[src/rtl/gpio_port_pkg.sv]
package gpio_port_pkg;
  localparam int unsigned ADDR_W = 2;

  typedef enum logic [ADDR_W-1:0] {
    SEL_PIN  = 2'd0,
    SEL_LAT  = 2'd1,
    SEL_DIR  = 2'd2,
    SEL_NONE = 2'd3
  } reg_sel_e;
endpackage

[src/rtl/gpio_sync.sv]
module gpio_sync #(
  parameter int unsigned WIDTH  = 8,
  parameter int unsigned STAGES = 2
) (
  input  logic             clk,
  input  logic             rst_n,
  input  logic [WIDTH-1:0] d_async,
  output logic [WIDTH-1:0] q_sync
);
  logic [WIDTH-1:0] stage_q [STAGES];

  for (genvar s = 0; s < STAGES; s++) begin : g_stage
    always_ff @(posedge clk or negedge rst_n) begin
      if (!rst_n) begin
        stage_q[s] <= '0;
      end else begin
        if (s == 0) stage_q[s] <= d_async;
        else        stage_q[s] <= stage_q[(s == 0) ? 0 : s-1];
      end
    end
  end

  assign q_sync = stage_q[STAGES-1];
endmodule

[src/rtl/gpio_regs.sv]
module gpio_regs
  import gpio_port_pkg::*;
#(
  parameter int unsigned WIDTH = 8
) (
  input  logic              clk,
  input  logic              rst_n,
  input  logic              wr,
  input  logic [ADDR_W-1:0] addr,
  input  logic [WIDTH-1:0]  wdata,
  input  logic [WIDTH-1:0]  hold_mask,
  output logic [WIDTH-1:0]  lat_q,
  output logic [WIDTH-1:0]  dir_q
);
  logic lat_hit;
  logic dir_hit;

  assign lat_hit = wr && ((addr == SEL_PIN) || (addr == SEL_LAT));
  assign dir_hit = wr && (addr == SEL_DIR);

  always_ff @(posedge clk or negedge rst_n) begin
    if (!rst_n) begin
      lat_q <= '0;
      dir_q <= '1;
    end else begin
      if (lat_hit) lat_q <= (wdata & ~hold_mask) | (lat_q & hold_mask);
      if (dir_hit) dir_q <= (wdata & ~hold_mask) | (dir_q & hold_mask);
    end
  end
endmodule

[src/rtl/gpio_pad_drv.sv]
module gpio_pad_drv #(
  parameter int unsigned      WIDTH   = 8,
  parameter logic [WIDTH-1:0] OD_MASK = 8'h10
) (
  input  logic [WIDTH-1:0] lat,
  input  logic [WIDTH-1:0] dir,
  input  logic [WIDTH-1:0] taken,
  output logic [WIDTH-1:0] oe,
  output logic [WIDTH-1:0] out
);
  for (genvar i = 0; i < WIDTH; i++) begin : g_pin
    if (OD_MASK[i]) begin : g_od
      assign oe[i]  = !taken[i] && !dir[i] && !lat[i];
      assign out[i] = 1'b0;
    end else begin : g_push_pull
      assign oe[i]  = !taken[i] && !dir[i];
      assign out[i] = !taken[i] && lat[i];
    end
  end
endmodule

[src/rtl/gpio_port.sv]
module gpio_port
  import gpio_port_pkg::*;
#(
  parameter int unsigned      WIDTH       = 8,
  parameter int unsigned      SYNC_STAGES = 2,
  parameter logic [WIDTH-1:0] OD_MASK     = 8'h10,
  parameter logic [WIDTH-1:0] OSC_MASK    = 8'hC0,
  parameter logic [WIDTH-1:0] SEG_MASK    = 8'h3C
) (
  input  logic              clk,
  input  logic              rst_n,
  input  logic [ADDR_W-1:0] bus_addr,
  input  logic              bus_wr,
  input  logic [WIDTH-1:0]  bus_wdata,
  output logic [WIDTH-1:0]  bus_rdata,
  input  logic [WIDTH-1:0]  analog_en,
  input  logic              osc_sel,
  input  logic [WIDTH-1:0]  seg_en,
  input  logic [WIDTH-1:0]  pad_in,
  output logic [WIDTH-1:0]  pad_oe,
  output logic [WIDTH-1:0]  pad_out
);
  logic [WIDTH-1:0] osc_own;
  logic [WIDTH-1:0] seg_own;
  logic [WIDTH-1:0] lat_q;
  logic [WIDTH-1:0] dir_q;
  logic [WIDTH-1:0] pin_sync;

  assign osc_own = {WIDTH{osc_sel}} & OSC_MASK;
  assign seg_own = seg_en & SEG_MASK;

  gpio_sync #(.WIDTH(WIDTH), .STAGES(SYNC_STAGES)) u_sync (
    .clk     (clk),
    .rst_n   (rst_n),
    .d_async (pad_in),
    .q_sync  (pin_sync)
  );

  gpio_regs #(.WIDTH(WIDTH)) u_regs (
    .clk       (clk),
    .rst_n     (rst_n),
    .wr        (bus_wr),
    .addr      (bus_addr),
    .wdata     (bus_wdata),
    .hold_mask (osc_own),
    .lat_q     (lat_q),
    .dir_q     (dir_q)
  );

  gpio_pad_drv #(.WIDTH(WIDTH), .OD_MASK(OD_MASK)) u_drv (
    .lat   (lat_q),
    .dir   (dir_q),
    .taken (osc_own | seg_own),
    .oe    (pad_oe),
    .out   (pad_out)
  );

  always_comb begin
    unique case (reg_sel_e'(bus_addr))
      SEL_PIN: bus_rdata = pin_sync & ~(analog_en | osc_own | seg_own);
      SEL_LAT: bus_rdata = lat_q & ~osc_own;
      SEL_DIR: bus_rdata = dir_q & ~osc_own;
      default: bus_rdata = '0;
    endcase
  end
endmodule

[config.mk]
export PLATFORM = sky130hd
export DESIGN_NAME = gpio_port
export DESIGN_NICKNAME = d
export VERILOG_FILES = /design/src/rtl/gpio_port_pkg.sv /design/src/rtl/gpio_sync.sv /design/src/rtl/gpio_regs.sv /design/src/rtl/gpio_pad_drv.sv /design/src/rtl/gpio_port.sv
export SDC_FILE = /design/constraint.sdc
export NUM_CORES = 1
export LEC_CHECK = 0
export BUFFER_PORTS_ARGS = -buffer_cell sky130_fd_sc_hd__buf_2
export CAP_MARGIN = 25
export CORE_ASPECT_RATIO = 0.75
export CORE_MARGIN = 5
export CORE_UTILIZATION = 48
export CTS_BUF_LIST = sky130_fd_sc_hd__clkbuf_8
export DETAILED_ROUTE_END_ITERATION = 16
export GPL_TIMING_DRIVEN = 0
export PLACE_DENSITY = 0.78
export SLEW_MARGIN = 20
export SYNTH_ARGS = -nofsm -noshare
export SYNTH_HDL_FRONTEND = slang
export SYNTH_SLANG_ARGS = --single-unit
[constraint.sdc]
create_clock -name clk -period 1.2 [get_ports clk]
set_input_delay 0.06 -clock clk [delete_from_list [all_inputs] [get_ports clk]]
set_output_delay 0.06 -clock clk [all_outputs]
set_load 0.005 [all_outputs]
==> run_results.csv, run 1 <==
group,metric,value,unit
drt,wire_per_inst,14.8,um
place,dp_cells,198,
sta,drv_slew,0,
place,hpwl,2310,um
synthesis,yosys_warnings,0,
job,cap_violations,0,
cts,cts-root-buf,"clkbuf_8",
synthesis,syn_nets,144,
worst_setup_path,critical_path_class,"reg2out",
finish,layout.nets,216,
synthesis,synth_seq_cells,32,
worst_setup_path,crit_family,"simple AND/OR/NAND/NOR gates",
cts,ctsHtreeMaxLevel,2,
synthesis,synth_top_area_share,43.5,%
global_routing,overflow,0,
floorplanning,die_x,71.9,um
finish,n_antenna_cell,0,
sta,fmax,700,MHz
status,outcome,"finished with violations",
drt,drc,0,
sta,grt_setup_unrepaired,"yes",
sta,worst_pin_slew,669,ps
worst_setup_path,start_kind,"register",
cts,cts_setup_buffers,0,
cts,tritoncts,"done",
synthesis,syn_area,1380,sq um
worst_setup_path,slowest_stage,"or3b_4",
status,violations,"setup timing",
synthesis,syn_area_per_cell,13.0,sq um
floorplanning,die_area,4060,sq um
worst_setup_path,crit_chain,"or3b_4 > a221oi_2 > buf_2",
drt,routed_via_density,4.89,
finish,regArea,811,sq um
drt,vias,1052,
cts,clk_pin_slew,60,ps
global_routing,grt_pass1_vias,1093,
drt,drt_iter0_drc,47,
drt,drtPass1Iterations,4,
floorplanning,initial_core_util,51.4,%
worst_setup_path,crit_path_max_fanout,1,
place,gp_congestion,0.779,
global_routing,antenna_found_initial,0,
global_routing,grt_usage,16.6,%
sta,fin_crit,1430,ps
place,port_buffers,56,
finish,fillCellCount,196,
floorplanning,io_pins,62,
global_routing,grt_pass1_wl,5150,um
global_routing,grt_max_degree,33,
pwr,power_density,1440,nW/um^2
synthesis,seq_area_frac_synth,58.7,%
finish,multiInputGateArea,553,sq um
synthesis,yosysTopAreaCell,"dfrtp_1",
synthesis,netlist_top_cells_area,"dfrtp_1, dfstp_2, mux2_2",
worst_setup_path,cpPeakStageDelay,380,ps
worst_setup_path,crit_path_end_kind,"output pin",
sta,hold_viol,0,
worst_setup_path,crit_buf_inv,1,
finish,synthToLayoutAreaGrowth,41.5,%
floorplanning,coreArea,2680,sq um
drt,antenna_left,0,
finish,drive_gt1_share,60.3,%
cts,cts_buffers,5,
worst_setup_path,crit_arrival,1370,ps
floorplanning,die_h,56.4,um
place,pre_cts_slack,-73.8,ps
pwr,ir_drop,0.964,mV
sta,slew_headroom,55.4,%
synthesis,synth_cell_types,23,
cts,clkSinkCount,32,
sta,fin_ws,-228,ps
finish,final_cell_count_no_fill,215,
cts,cts.path.max_buffers,2,
floorplanning,std_cell_rows,16,
synthesis,syn_inst,106,
pwr,leakage,0.000916,uW
drt,drt-total-wl,3170,um
sta,finClkSkew,2.75,ps
cts,clk_latency,270,ps
hold_path,hold_path.class,"in2reg",
worst_setup_path,cp.required,1140,ps
sta,post-route-period-util,119,%
sta,finalSetupViolations,8,
[cell usage in the layout (no fill, tap or decap), drive strengths merged]
cell / instances
buf: 63
or4b: 4
nor2: 5
inv: 2
clkbuf: 6
nand2b: 8
dfrtp: 24
a221oi: 2
nor2b: 6
clkinv: 1
a22oi: 6
mux2: 16
dlygate4sd3: 9
clkinvlp: 1
dfstp: 8
and4bb: 1
nor3: 1
bufinv: 1
nor3b: 1
nand3b: 1
conb: 1
or3b: 4
a21oi: 8
[worst paths after layout]
kind / startpoint / end / slack, ps / cells past startpoint
max: u_sync.q_sync[7]$_DFF_PN0_ / bus_rdata[7] / -230 / 3
min: bus_wdata[3] / u_regs.lat_q[3]$_DFFE_PN0P_ / 30 / 2
max reg2reg: u_regs.lat_q[4]$_DFFE_PN0P_ / u_regs.lat_q[4]$_DFFE_PN0P_ / 420 / 1
min reg2reg: u_sync.stage_q[8]$_DFF_PN0_ / u_sync.q_sync[0]$_DFF_PN0_ / 340 / 0
max in group asynchronous: rst_n / u_sync.stage_q[14]$_DFF_PN0_ / 410 / 2
min in group asynchronous: rst_n / asynchronous set/reset pin / 350 / 2
[power breakdown]
| group | leakage (uW) | switching (uW) | internal, uW |
|---|---|---|---|
| sequential | 0.000365 | 79.6 | 1240 |
| combinational | 0.000497 | 209 | 291 |
| clock | 0.0000541 | 381 | 613 |
[cell usage after synthesis (all sizes together)]
cell type,number
nor3,1
a22oi,6
a21oi,8
nor2,5
dfstp,8
mux2,16
clkbuf,1
conb,1
buf,7
dfrtp,24
inv,2
and4bb,1
nor3b,1
a221oi,2
or4b,4
nand2b,8
nor2b,6
nand3b,1
or3b,4
[layout make-up]
| type | instances | share of cell area, % |
|---|---|---|
| inverters | 2 | 0.384 |
| clock inverters | 3 | 2.18 |
| repair buffers | 65 | 19.0 |
| clock buffers | 5 | 3.52 |
| flip-flops and latches | 32 | 41.5 |
| well taps | 36 | 2.31 |
| plain buffers | 8 | 2.82 |
| multi-input cells | 64 | 28.3 |
[kinds of logic after synthesis]
group | count (synthesis) | share of synthesized area, %
AOI/OAI and AO/OA | 16 | 7.89
buffers and inverters | 10 | 4.53
DFF | 32 | 58.7
muxes | 16 | 13.1
other | 1 | 0.272
and+or+nand+nor | 31 | 15.5
[timing repair]
item                       4_1_cts  5_1_grt
setup endpoints to repair        8        8
gates resized for setup          7        4
pin swaps                        1        1
hold buffers                     9        0
hold endpoints to repair        32        0
[layer usage]
metal / wire length, um / up-vias / global-route usage [%]
li1: - / 510 / -
met1: 1330 / 507 / 20.1
met4: 33 / 0 / 6.17
met5: 0 / - / 0
met3: 194 / 5 / 5.70
met2: 1610 / 30 / 27.2
[stage by stage]
step | setup TNS [ps] | area [sq um] | util, % | power, uW | hold WS [ps]
final | -1500 | 1950 | 72.8 | 2820 | 29.8
after global routing | -1940 | 1950 | 72.8 | 2960 | 21.5
after CTS | -1630 | 1940 | 72.2 | 2840 | 17.4
after detailed placement | -75.6 | 1710 | 63.6 | 1800 | 137
after global placement | 0 | 1710 | 63.6 | 1770 | 123
after floorplan | 0 | 1380 | - | 1560 | -236
Power figures use the tool's default switching activity.
==> run 2: changes to the inputs <==
- BUFFER_PORTS_ARGS: -buffer_cell sky130_fd_sc_hd__buf_2 -> -buffer_cell sky130_fd_sc_hd__buf_4
- SLEW_MARGIN: 20 -> 25
==> run_results.csv, run 2 (same netlist as run 1, synthesis figures left out) <==
group,metric,value,unit
status,outcome,"finished with violations",
cts,cts_setup_buffers,0,
finish,drive_gt1_share,59.2,%
pwr,power_density,1390,nW/um^2
global_routing,grt_pass1_vias,1111,
global_routing,grt_max_degree,33,
sta,fin_ws,-233,ps
global_routing,grt_usage,18.6,%
worst_setup_path,crit_path_end_kind,"output pin",
floorplanning,std_cell_rows,16,
drt,drt_iter0_drc,43,
cts,clk_latency,270,ps
worst_setup_path,crit_path_max_fanout,1,
hold_path,hold_path.class,"in2reg",
sta,post-route-period-util,119,%
finish,layout.nets,216,
sta,worst_hold_slack,26.8,ps
job,cap_violations,0,
finish,fillCellCount,188,
finish,n_antenna_cell,0,
cts,clk_pin_slew,60,ps
worst_setup_path,crit_chain,"or4b_1 > a22oi_2 > buf_4",
worst_setup_path,rrSetupSlack,420,ps
drt,routed_via_density,5.07,
finish,layout_commonest_cell,"buf_4",
drt,drt-total-wl,3430,um
sta,grt_setup_unrepaired,"yes",
drt,antenna_left,0,
cts,ctsHtreeMaxLevel,2,
floorplanning,die_h,56.4,um
floorplanning,initial_core_util,51.4,%
finish,layout_common_cells,"buf_4, dfrtp_1, mux2_2, dlygate4sd3_1",
pwr,leakage,0.000959,uW
sta,worst_pin_slew,637,ps
floorplanning,coreArea,2680,sq um
worst_setup_path,cpPeakStageDelay,450,ps
sta,finalSetupViolations,8,
cts,clkSinkCount,32,
status,violations,"setup timing",
place,gp_congestion,0.767,
floorplanning,io_pins,62,
drt,wire_per_inst,16.0,um
global_routing,antenna_found_initial,0,
sta,finClkSkew,0.332,ps
sta,fmax,698,MHz
place,hpwl,2570,um
global_routing,grt_pass1_wl,5760,um
cts,tritoncts,"done",
worst_setup_path,critical_path_class,"reg2out",
worst_setup_path,start_kind,"register",
pwr,ir_drop,1.02,mV
floorplanning,die_x,71.9,um
worst_setup_path,slowest_stage,"or4b_1",
drt,vias,1089,
worst_setup_path,cp.required,1140,ps
global_routing,overflow,0,
cts,cts-root-buf,"clkbuf_8",
floorplanning,die_area,4060,sq um
drt,drtPass1Iterations,4,
sta,fin_crit,1430,ps
place,pre_cts_slack,-35.7,ps
sta,slew_headroom,57.5,%
place,port_buffers,56,
worst_setup_path,crit_arrival,1370,ps
cts,cts_buffers,5,
cts,cts.path.max_buffers,2,
finish,synthToLayoutAreaGrowth,51.2,%
sta,hold_viol,0,
drt,drc,0,
sta,drv_slew,0,
-- run 2: path summary, 6_finish.rpt --
check,start,endpoint,cells after the start
worst max register to register,u_regs.lat_q[5]$_DFFE_PN0P_,u_regs.lat_q[5]$_DFFE_PN0P_,1
worst max-delay path,u_sync.q_sync[2]$_DFF_PN0_,bus_rdata[2],3
max in group asynchronous,rst_n,u_regs.dir_q[1]$_DFFE_PN1P_,2
min in group asynchronous,rst_n,u_sync.stage_q[14]$_DFF_PN0_,2
worst min-delay path,bus_wdata[6],register,2
worst min register to register,u_sync.stage_q[8]$_DFF_PN0_,u_sync.q_sync[0]$_DFF_PN0_,0
-- run 2: area by class of cell --
type	count	area [sq um]	area share, %
timing repair buffer	65	510	24.5
inverter	2	7.51	0.360
multi-input combinational	64	551	26.4
clock inverter	3	38.8	1.86
tap	36	45.0	2.16
sequential	32	811	38.8
clock buffer	5	68.8	3.30
buffer	8	55.1	2.64
-- run 2: per-stage QoR --
| step | total power [uW] | utilization, % | instances | TNS [ps] | area (sq um) |
|---|---|---|---|---|---|
| 2_1_floorplan | 1560 | - | 106 | 0 | 1380 |
| 3_3_place_gp | 1860 | 68.8 | 198 | -17.3 | 1850 |
| 3_5_place_dp | 1890 | 68.8 | 198 | -52.0 | 1850 |
| 4_1_cts | 2910 | 76.8 | 215 | -1720 | 2060 |
| 5_1_grt | 3040 | 77.8 | 215 | -2020 | 2090 |
| 6_report | 2890 | 77.8 | 215 | -1510 | 2090 |
-- run 2: repair_timing --
item / in CTS / in global routing
setup endpoints to repair: 8 / 8
pin swaps: 1 / 1
cloned: 0 / 0
gates resized for setup: 4 / 7
hold buffers: 9 / 0
hold endpoints to repair: 32 / 0
-- run 2: report_power, final --
part           internal [uW]  total, uW  switching [uW]  leakage, uW
sequential              1240       1330            84.4     0.000365
combinational            369        588             219     0.000535
clock                    607        977             370    0.0000593
-- run 2: layer usage --
layer / up-vias / share of wire (%) / GRT usage, %
li1: 512 / - / -
met1: 540 / 38 / 23.1
met2: 33 / 55 / 31.4
met3: 4 / 6.2 / 5.88
met4: 0 / 0.61 / 4.02
met5: - / 0 / 0
-- run 2: critical path, delay by kind of cell (launching register included) --
family,cells,cell delay (ps)
AND/OR/NAND/NOR,1,450
flip-flops,1,340
AO/OA/AOI/OAI,1,170
buffers and inverters,1,140
